$ cat src/rtl/ocp_pkg.sv
// Package: shared types for the overcurrent supervisor.
// Assumes: nothing beyond IEEE 1800-2017 enums.
package ocp_pkg;

    // Per-channel protection state.
    typedef enum logic [1:0] {
        CH_IDLE     = 2'd0,
        CH_DEGLITCH = 2'd1,
        CH_RETRY    = 2'd2
    } ch_state_e;

endpackage

$ cat src/rtl/ocp_channel.sv
// Module: ocp_channel
// One channel's protection state machine. A current-limit flag must be seen
// high at DEGLITCH_CYC+1 consecutive edges before the channel enters the retry
// state. In retry it is held off for exactly RETRY_CYC cycles and then returns
// to idle on its own. A clear (reset or supply-low) forces idle at once.
// Assumes: ilim_i is already synchronous to clk; both cycle counts are >= 1.
module ocp_channel
    import ocp_pkg::*;
#(
    parameter int DEGLITCH_CYC = 350,
    parameter int RETRY_CYC    = 120000
) (
    input  logic clk,
    input  logic rst_n,
    input  logic clr_i,
    input  logic ilim_i,
    output logic retry_o
);

    localparam int MAX_CYC = (DEGLITCH_CYC > RETRY_CYC) ? DEGLITCH_CYC : RETRY_CYC;
    localparam int CNT_W   = $clog2(MAX_CYC + 1);
    localparam logic [CNT_W-1:0] DG_LAST = CNT_W'(DEGLITCH_CYC - 1);
    localparam logic [CNT_W-1:0] RT_LAST = CNT_W'(RETRY_CYC - 1);

    ch_state_e        state_q, state_d;
    logic [CNT_W-1:0] cnt_q, cnt_d;

    // Next-state and counter selection for the deglitch / retry sequence.
    always_comb begin
        state_d = state_q;
        cnt_d   = cnt_q;
        unique case (state_q)
            CH_IDLE: begin
                cnt_d = '0;
                if (ilim_i) state_d = CH_DEGLITCH;
            end
            CH_DEGLITCH: begin
                if (!ilim_i) begin
                    state_d = CH_IDLE;
                    cnt_d   = '0;
                end else if (cnt_q == DG_LAST) begin
                    state_d = CH_RETRY;
                    cnt_d   = '0;
                end else begin
                    cnt_d = cnt_q + 1'b1;
                end
            end
            CH_RETRY: begin
                if (cnt_q == RT_LAST) begin
                    state_d = CH_IDLE;
                    cnt_d   = '0;
                end else begin
                    cnt_d = cnt_q + 1'b1;
                end
            end
            default: begin
                state_d = CH_IDLE;
                cnt_d   = '0;
            end
        endcase
    end

    // State register with synchronous reset and clear.
    always_ff @(posedge clk) begin
        if (!rst_n || clr_i) begin
            state_q <= CH_IDLE;
            cnt_q   <= '0;
        end else begin
            state_q <= state_d;
            cnt_q   <= cnt_d;
        end
    end

    // Retry state drives the channel's fault-off request.
    always_comb retry_o = (state_q == CH_RETRY);

    // A broken deglitch run falls back to idle.
    assert_deglitch_break_R3: assert property (@(posedge clk) disable iff (!rst_n)
        (state_q == CH_DEGLITCH && !ilim_i && !clr_i) |=> (state_q == CH_IDLE));

    // Retry is never cut short unless a clear arrives.
    assert_retry_hold_R4: assert property (@(posedge clk) disable iff (!rst_n)
        (state_q == CH_RETRY && cnt_q != RT_LAST && !clr_i) |=> (state_q == CH_RETRY));

    // Entry into retry only follows a completed window with the flag still up.
    assert_enter_retry_R2: assert property (@(posedge clk) disable iff (!rst_n)
        $rose(retry_o) |-> $past(state_q == CH_DEGLITCH && ilim_i && cnt_q == DG_LAST));

    // A clear always lands in idle.
    assert_clear_idle_R8: assert property (@(posedge clk) disable iff (!rst_n)
        clr_i |=> (state_q == CH_IDLE));

endmodule

$ cat src/rtl/ocp_fault_merge.sv
// Module: ocp_fault_merge
// Combines the per-channel retry requests with the global overheat and
// supply-low flags. It produces the per-channel disables and the shared
// active-low fault line. Supply-low keeps the fault line high.
// Assumes: flags are synchronous to clk; outputs are combinational.
module ocp_fault_merge #(
    parameter int NUM_CH = 4
) (
    input  logic              clk,
    input  logic              rst_n,
    input  logic [NUM_CH-1:0] retry_i,
    input  logic              thermal_i,
    input  logic              uv_i,
    output logic [NUM_CH-1:0] chan_off_o,
    output logic              fault_n_o
);

    logic global_off;

    // Any global condition turns every switch off.
    always_comb global_off = thermal_i | uv_i;

    // Per-channel disable: own retry or a global shutdown.
    genvar g;
    generate
        for (g = 0; g < NUM_CH; g++) begin : g_off
            always_comb chan_off_o[g] = retry_i[g] | global_off;
        end
    endgenerate

    // Fault line: low on retry or overheat, held high during supply-low.
    always_comb fault_n_o = uv_i | ~(thermal_i | (|retry_i));

    assert_thermal_off_R9: assert property (@(posedge clk) disable iff (!rst_n)
        (thermal_i && !uv_i) |-> (!fault_n_o && (&chan_off_o)));

    assert_uv_quiet_R8: assert property (@(posedge clk) disable iff (!rst_n)
        uv_i |-> (fault_n_o && (&chan_off_o)));

    assert_fault_on_retry_R5: assert property (@(posedge clk) disable iff (!rst_n)
        ((|retry_i) && !uv_i) |-> !fault_n_o);

endmodule

$ cat src/rtl/ocp_supervisor.sv
// Module: ocp_supervisor (top)
// Overcurrent deglitch and auto-retry supervisor for NUM_CH low-side switches.
// It has one protection state machine per channel plus the shared fault merge.
// Assumes: all inputs are synchronous to clk; reset is synchronous, active low.
module ocp_supervisor #(
    parameter int NUM_CH       = 4,
    parameter int DEGLITCH_CYC = 350,
    parameter int RETRY_CYC    = 120000
) (
    input  logic              clk,
    input  logic              rst_n,
    input  logic              uv_i,
    input  logic              thermal_i,
    input  logic [NUM_CH-1:0] ilim_i,
    output logic [NUM_CH-1:0] chan_off_o,
    output logic              fault_n_o
);

    logic [NUM_CH-1:0] retry;

    // One protection state machine per channel, cleared by supply-low.
    genvar c;
    generate
        for (c = 0; c < NUM_CH; c++) begin : g_ch
            ocp_channel #(
                .DEGLITCH_CYC (DEGLITCH_CYC),
                .RETRY_CYC    (RETRY_CYC)
            ) u_ch (
                .clk     (clk),
                .rst_n   (rst_n),
                .clr_i   (uv_i),
                .ilim_i  (ilim_i[c]),
                .retry_o (retry[c])
            );
        end
    endgenerate

    ocp_fault_merge #(
        .NUM_CH (NUM_CH)
    ) u_merge (
        .clk        (clk),
        .rst_n      (rst_n),
        .retry_i    (retry),
        .thermal_i  (thermal_i),
        .uv_i       (uv_i),
        .chan_off_o (chan_off_o),
        .fault_n_o  (fault_n_o)
    );

endmodule

$ cat config.mk
export PLATFORM = sky130hd
export DESIGN_NAME = ocp_supervisor
export DESIGN_NICKNAME = d
export VERILOG_FILES = /design/src/rtl/ocp_pkg.sv /design/src/rtl/ocp_channel.sv /design/src/rtl/ocp_fault_merge.sv /design/src/rtl/ocp_supervisor.sv
export SDC_FILE = /design/constraint.sdc
export NUM_CORES = 1
export LEC_CHECK = 0
export ABC_AREA = 1
export BUFFER_PORTS_ARGS = -buffer_cell sky130_fd_sc_hd__buf_2
export CAP_MARGIN = 15
export CORE_UTILIZATION = 62
export DETAILED_ROUTE_END_ITERATION = 8
export PLACE_DENSITY = 0.85
export RECOVER_POWER = 25
export SLEW_MARGIN = 20
export SYNTH_ARGS = -nofsm -noshare
export SYNTH_HDL_FRONTEND = slang
export SYNTH_SLANG_ARGS = --single-unit
$ cat constraint.sdc
create_clock -name clk -period 1.9 [get_ports clk]
set_input_delay 0.285 -clock clk [delete_from_list [all_inputs] [get_ports clk]]
set_output_delay 0.285 -clock clk [all_outputs]
set_load 0.1 [all_outputs]
==> reports/metrics.csv, run 1 <==
stage,metric,value,unit
pwr,power.share.sequential,53.3,%
floorplan,die_area,7130,um^2
clocking,cts_hold_buf,0,
sta,hold_viol,0,
finish,finalCoreUtilization,70.9,%
pwr,p_clk_share,41.3,%
job,cap_viol_max_count,0,
place,routabilityCongestion,0.923,
drt,vias_per_cell,5.22,
finish,multi_input_area,2340,um^2
drt,drc,0,
drt,wl_met2,4010,um
floorplan,rows,29,
pwr,power.switching,0.000727,W
setup_path,required,1.62,ns
sta,fmax,546,MHz
drt,routed_wirelength,8210,um
pwr,p_sw_share,24.1,%
synth,synthArstFlopShare,0,%
grt,overflow,0,
synth,syn_area_per_cell,7.08,um^2
synth,yosys_warnings,0,
floorplan,io_pins,13,
synth,synth_area_leaders,"dfxtp_1 (36%), nor2_1 (11%), nand2_1 (10%)",
synth,syn-num-nets,623,
clocking,cts_buffers,9,
clocking,clockBufferDepth,2,
sta,fin_crit_sh,96.5,%
setup_path,cp_slowest_stage_delay,0.34,ns
setup_path,cpMostUsedCell,inv_2,
clocking,h-tree-depth,3,
outcome,outcome,"complete, no violations",
synth,post_synth_instance_area,4210,um^2
drt,routed.top_layer,met4,
clocking,clk_transition_reported_paths,0.08,ns
sta,grt_setup_unrepaired,false,
pwr,power_frac_comb,5.3,%
drt,drtAntennaViolNets,0,
floorplan,core,6460,um^2
setup_path,worstPathMaxFanout,3,
synth,synth_top_area_share,36.1,%
finish,drive_gt1_share,14.1,%
sta,skew,0.00743,ns
sta,maxSlewHeadroom,68.0,%
finish,seqCellArea,1530,um^2
sta,worstMarginPinSlew,0.483,ns
drt,drtPass1Iterations,5,
pwr,peakVddDrop,0.587,mV
pwr,total_power,0.00301,W
finish,final_nets,646,
setup_path,reg2reg_slack,0.18,ns
setup_path,path_buf_inv,3,
setup_path,start_kind,flip-flop,
grt,grt_max_degree,18,
finish,area_growth,8.67,%
clocking,clk_latency,0.36,ns
drt,wl_per_cell,11.7,um
place,pre_cts_ws,0.270,ns
setup_path,crit_slowest_cell,dfxtp_2,
place,io_buffer_count,12,
synth,synth_cells,595,
drt,initialDrtViolationCount,154,
pwr,p_int,0.00229,W
place,placedCellCount,680,
drt,vias,3657,
synth,yosys_most_used_dff,dfxtp_1,
sta,setup_tns,0,ns
hold_path,min_path_type,in2reg,
synth,ys_ff_latch,76,
grt,grt_pass1_vias,3458,
setup_path,cp.arrival,1.55,ns
place,place_hpwl,6000,um
grt,antenna_found_initial,0,
synth,yosysTopAreaCell,dfxtp_1,
grt,grt_pass1_wl,14500,um
floorplan,initial_core_util,65.2,%
clocking,cts_tree,built,
grt,grtUsageTotal,25.1,%
drt,wl_met1,3730,um
synth,synth-seq-area-share,36.1,%
setup_path,path_class,reg2out,
clocking,cts.sinks,76,
setup_path,path_cells,inv_2 > ha_4 > inv_2 > nand4_1 > o21ai_2 > buf_12,
sta,fin_crit,1.83,ns
floorplan,fp.dieW,84.4,um
drt,routed-wl-met3,335,um
finish,antennaDiodeCount,0,
synth,synthTopCellsByCount,"nor2_1 (124), nand2_1 (116), inv_1 (83), dfxtp_1 (76), nand3_1 (40)",
synth,ys_types,27,
sta,maxSlewViolCount,0,
setup_path,crit_family,flip-flops,
pwr,powerDensity,658,nW/um^2
sta,setup_viol,0,
floorplan,die_y,84.4,um
finish,fillers,521,
pwr,leakage,1.73,nW
synth,synth_edf_count,0,
finish,fin_cells,700,
clocking,root_buffer,clkbuf_8,
sta,fin_ws,0.0671,ns
synth,yosysMostFrequentCell,nor2_1,
setup_path,crit_path_end_kind,primary output,
path summary, 6_finish.rpt:
check | start | to | cells after the start
worst max-delay path | g_ch[3].u_ch.state_q[0] | fault_n_o | 6
worst min-delay path | ilim_i[2] | g_ch[2].u_ch.state_q[1] | 5
worst max register to register | g_ch[0].u_ch.cnt_q[0] | g_ch[0].u_ch.cnt_q[5] | 10
worst min register to register | g_ch[3].u_ch.cnt_q[11] | g_ch[3].u_ch.cnt_q[11] | 2
registers in the layout, indices dropped and copies added (netlist names):
signal	cells
g_ch.u_ch.cnt_q	68
g_ch.u_ch.state_q	8
per-layer routing:
layer | vias up | GRT usage [%]
li1 | 1887 | -
met1 | 1687 | 30.0
met2 | 70 | 44.0
met3 | 13 | 6.88
met4 | 0 | 7.70
met5 | - | 0
layout make-up:
type,count,share of cell area [%]
inverter,83,6.81
timing repair buffer,16,2.30
tap,77,2.10
clock inverter,6,1.39
multi-input combinational,432,51.0
clock buffer,10,3.01
sequential,76,33.4
power by group through the flow:
stage	logic, W	registers, W	clock network, W
2_1_floorplan	0.000117	0.00164	0
3_3_place_gp	0.000147	0.00164	0
3_5_place_dp	0.000153	0.00164	0
4_1_cts	0.000155	0.00160	0.00127
5_1_grt	0.000176	0.00161	0.00133
6_report	0.000161	0.00161	0.00125
worst reg2reg max path: cells and delay by family (launching register included):
family	cells	cell delay (ns)
buffers and inverters	1	0.08
and+or+nand+nor	8	0.92
adders and majority gates	1	0.20
DFF	1	0.40
cell families after synthesis:
| family | Yosys count | share of synthesized area [%] |
|---|---|---|
| compound gates | 24 | 3.00 |
| xor+xnor | 37 | 7.69 |
| fa+ha+maj | 20 | 5.94 |
| buf+inv | 87 | 8.67 |
| flops | 76 | 36.1 |
| simple gates | 351 | 38.6 |
cells in the final DEF (no fill, tap or decap), types with 15 or more instances in the layout:
cell     count
nor2_1     125
inv_1       76
nor2_2      15
dfxtp_1     72
ha_1        16
nand2_1    120
nand3_1     40
xor2_1      32
per-stage QoR:
stage | hold slack [ns] | area, um^2
global route | 0.326 | 4580
floorplan | 0.433 | 4220
finish | 0.304 | 4580
CTS | 0.301 | 4560
detailed placement | 0.462 | 4330
global placement | 0.443 | 4330
repair_timing:
action	CTS	global route
setup buffers	2	2
endpoints found under the setup margin	1	1
gates resized for setup	10	7
pin swaps	2	3
No activity file was read; power rests on OpenSTA's default activity.
==> run 2, diff against run 1 <==
ABC_AREA = unset   (was 1)
PLACE_DENSITY = 0.86   (was 0.85)
SLEW_MARGIN = unset   (was 20)
==> run 2 against run 1 <==
- the flow now finishes with violations (setup timing)
- combinational power hardly changed
- maximum frequency decreased by 12%
- sequential share of layout area decreased by 1.9 points
- via count decreased by 4.1%
- first-iteration DRC count grew 16%
- highest routed layer unchanged
==> reports/metrics.csv, run 2 <==
stage,metric,value,unit,change
outcome,outcome,"finished, violations left",,"was complete, no violations"
outcome,failed_checks,setup timing,,
sta,fin_crit,2.08,ns,was 1.83 ns
setup_path,r2r_start,g_ch[2].u_ch.cnt_q[13],,was g_ch[0].u_ch.cnt_q[0]
setup_path,crit_start,g_ch[3].u_ch.state_q[0],,unchanged
hold_path,hp-start,ilim_i[1],,was ilim_i[2]
synth,synth_cells,442,,was 595
hold_path,min_path_type,in2reg,,unchanged
sta,fin_crit_sh,109,%,was 96.5%
finish,antennaDiodeCount,0,,unchanged
sta,skew,0.00989,ns,was 0.00743 ns
place,dpl_cell_area,4290,um^2,was 4330 um^2
synth,synth_edf_count,0,,unchanged
drt,vias,3507,,was 3657
clocking,cts_hold_buf,0,,unchanged
drt,drtAntennaViolNets,0,,unchanged
clocking,clockBufferDepth,2,,unchanged
sta,fmax,481,MHz,was 546 MHz
setup_path,path_cells,inv_2 > ha_4 > or4_4 > o21bai_4 > buf_12,,was inv_2 > ha_4 > inv_2 > nand4_1 > o21ai_2 > buf_12
setup_path,path_class,reg2out,,unchanged
clocking,cts_tree,built,,unchanged
setup_path,crit_path_end_kind,primary output,,unchanged
drt,wl_per_cell,17.2,um,was 11.7 um
sta,grt_setup_unrepaired,true,,was false
floorplan,die_y,80.6,um,was 84.4 um
finish,layout_common_cells,"dfxtp_1 (67), nor2_1 (62), xor2_1 (43)",,"was nor2_1 (125), nand2_1 (120), inv_1 (76)"
synth,yosys_warnings,0,,unchanged
sta,holdWs,0.242,ns,was 0.304 ns
floorplan,io_pins,13,,unchanged
synth,synthTopCellsByCount,"dfxtp_1 (76), nor2_1 (76), xor2_1 (43), nand3_1 (37), nand2_1 (30)",,"was nor2_1 (124), nand2_1 (116), inv_1 (83), dfxtp_1 (76), nand3_1 (40)"
drt,drtPass1Iterations,5,,unchanged
sta,setup_tns,-4.00,ns,was 0 ns
synth,synth_compound_area_share,8.17,%,was 3.00%
setup_path,worstPathMaxFanout,3,,unchanged
clocking,clk_transition_reported_paths,0.09,ns,was 0.08 ns
synth,yosys.area_share.adder,6.54,%,was 5.94%
setup_path,crit_slowest_cell,or4_4,,was dfxtp_2
floorplan,die_area,6490,um^2,was 7130 um^2
finish,top_register,g_ch.u_ch.cnt_q,,unchanged
sta,maxSlewHeadroom,68.5,%,was 68.0%
setup_path,start_kind,flip-flop,,unchanged
grt,overflow,0,,unchanged
grt,grt_pass1_vias,3494,,was 3458
finish,final_area,4870,um^2,was 4580 um^2
synth,synth_xor_area_share,13.7,%,was 7.69%
synth,synth_top_area_share,39.8,%,was 36.1%
synth,ys_ff_latch,76,,unchanged
place,place_hpwl,5810,um,was 6000 um
pwr,peakVddDrop,0.557,mV,was 0.587 mV
sta,setup_viol,54,,was 0
floorplan,core,5920,um^2,was 6460 um^2
grt,antenna_found_initial,0,,unchanged
job,cap_viol_max_count,0,,unchanged
drt,vias_per_cell,5.99,,was 5.22
synth,post_synth_instance_area,3830,um^2,was 4210 um^2
drt,initialDrtViolationCount,179,,was 154
drt,drc,0,,unchanged
finish,top_regs,"g_ch.u_ch.cnt_q: 68 flops, g_ch.u_ch.state_q: 8 flops",,unchanged
sta,maxSlewViolCount,0,,unchanged
finish,final_nets,533,,was 646
pwr,leakage,1.76,nW,was 1.73 nW
sta,fin_ws,-0.180,ns,was 0.0671 ns
clocking,cts_buffers,9,,unchanged
grt,grtUsageTotal,30.3,%,was 25.1%
sta,worstMarginPinSlew,0.469,ns,was 0.483 ns
synth,ys_types,43,,was 27
finish,area_growth,27.3,%,was 8.67%
finish,finalCoreUtilization,82.3,%,was 70.9%
setup_path,cp_slowest_stage_delay,0.49,ns,was 0.34 ns
synth,synthArstFlopShare,0,%,unchanged
synth,synth-seq-area-share,39.8,%,was 36.1%
place,routabilityCongestion,0.819,,was 0.923
synth,synth_area_leaders,"dfxtp_1 (40%), xor2_1 (9.8%), nor2_1 (7.5%)",,"was dfxtp_1 (36%), nor2_1 (11%), nand2_1 (10%)"
sta,hold_viol,0,,unchanged
synth,syn_area_per_cell,8.66,um^2,was 7.08 um^2
finish,largest_reg_flops,68,,unchanged
floorplan,fp.dieW,80.6,um,was 84.4 um
synth,muxShareOfSynthArea,0,%,unchanged
clocking,root_buffer,clkbuf_8,,unchanged
finish,final_common_cell,dfxtp_1,,was nor2_1
grt,grt_pass1_wl,15000,um,was 14500 um
pwr,powerDensity,613,nW/um^2,was 658 nW/um^2
finish,drive_gt1_share,26.3,%,was 14.1%
finish,fillers,349,,was 521
place,io_buffer_count,12,,unchanged
clocking,clk_latency,0.37,ns,was 0.36 ns
synth,yosys_most_used_dff,dfxtp_1,,unchanged
synth,syn-num-nets,470,,was 623
drt,routed_wirelength,10000,um,was 8210 um
setup_path,cp.arrival,1.79,ns,was 1.55 ns
floorplan,initial_core_util,64.6,%,was 65.2%
floorplan,rows,28,,was 29
clocking,h-tree-depth,3,,unchanged
synth,yosysTopAreaCell,dfxtp_1,,unchanged
pwr,total_power,0.00299,W,was 0.00301 W
grt,grt_max_degree,18,,unchanged
clocking,cts.sinks,76,,unchanged
synth,synth_top_family_by_area,simple AND/OR/NAND/NOR gates,,unchanged
synth,synthSimpleGateAreaFrac,28.4,%,was 38.6%
setup_path,required,1.62,ns,about the same
## run 2: cell types whose count changed in the layout (fill, tap and decap cells not counted), sizes merged, moves of 12 or more
cell / before / now
xnor2: 5 / 17
nor2: 145 / 76
nand2: 132 / 30
inv: 83 / 21
buf: 16 / 58
## run 2: power by group
part	total (W)	internal (W)	switching [W]	leakage, nW
clock network	0.00123	0.000598	0.000631	0.0910
logic	0.000161	0.0000637	0.0000970	1.05
registers	0.00160	0.00160	0.00000349	0.617
## run 2: kinds of logic (layout without fill, tap and decap cells)
family,after synthesis,after routing
fa+ha+maj,20,20
compound gates,38,38
xor+xnor,60,60
buf+inv,30,98
simple gates,218,218
flops,76,76
## run 2: critical path, delay by kind of cell (launching register included)
| kind | cells | cell delay [ns] |
|---|---|---|
| flops | 1 | 0.35 |
| fa+ha+maj | 1 | 0.16 |
| simple gates | 1 | 0.49 |
| compound gates | 1 | 0.16 |
| buf+inv | 2 | 0.25 |
## run 2: final timing paths
path	slack, ns	endpoint	cells after the start
worst max-delay path	-0.18	fault_n_o	5
worst min-delay path	0.24	g_ch[1].u_ch.state_q[1]	3
worst max register to register	-0.14	g_ch[2].u_ch.cnt_q[6]	7
worst min register to register	0.45	g_ch[1].u_ch.cnt_q[0]	1
## run 2: per-layer routing
metal  GRT usage (%)  share of wire [%]
met1            30.6                 39
met5               0                  0
met3            10.5                6.9
met2            55.5                 51
met4            13.8                3.2
## run 2: cell type report
cell class / instances / area (um^2) / area share, %
Tap cell: 75 / 93.8 / 1.93
Timing Repair Buffer: 61 / 576 / 11.8
Clock buffer: 9 / 124 / 2.54
Sequential cell: 76 / 1530 / 31.5
Inverter: 21 / 78.8 / 1.62
Multi-Input combinational cell: 336 / 2400 / 49.3
Clock inverter: 7 / 67.6 / 1.39
## run 2: timing repair
action                                  CTS  global route
hold endpoints to repair                  0             0
gates resized for setup                  34            39
pin swaps                                 7             9
buffers inserted                          4             7
endpoints found under the setup margin   36            63
gates cloned                              1             1
## run 2: per-stage QoR
step	cells	worst slack, ns
2_1_floorplan	442	-0.0241
3_3_place_gp	557	0.0410
3_5_place_dp	557	-0.00479
4_1_cts	578	-0.158
5_1_grt	585	-0.210
6_report	585	-0.180
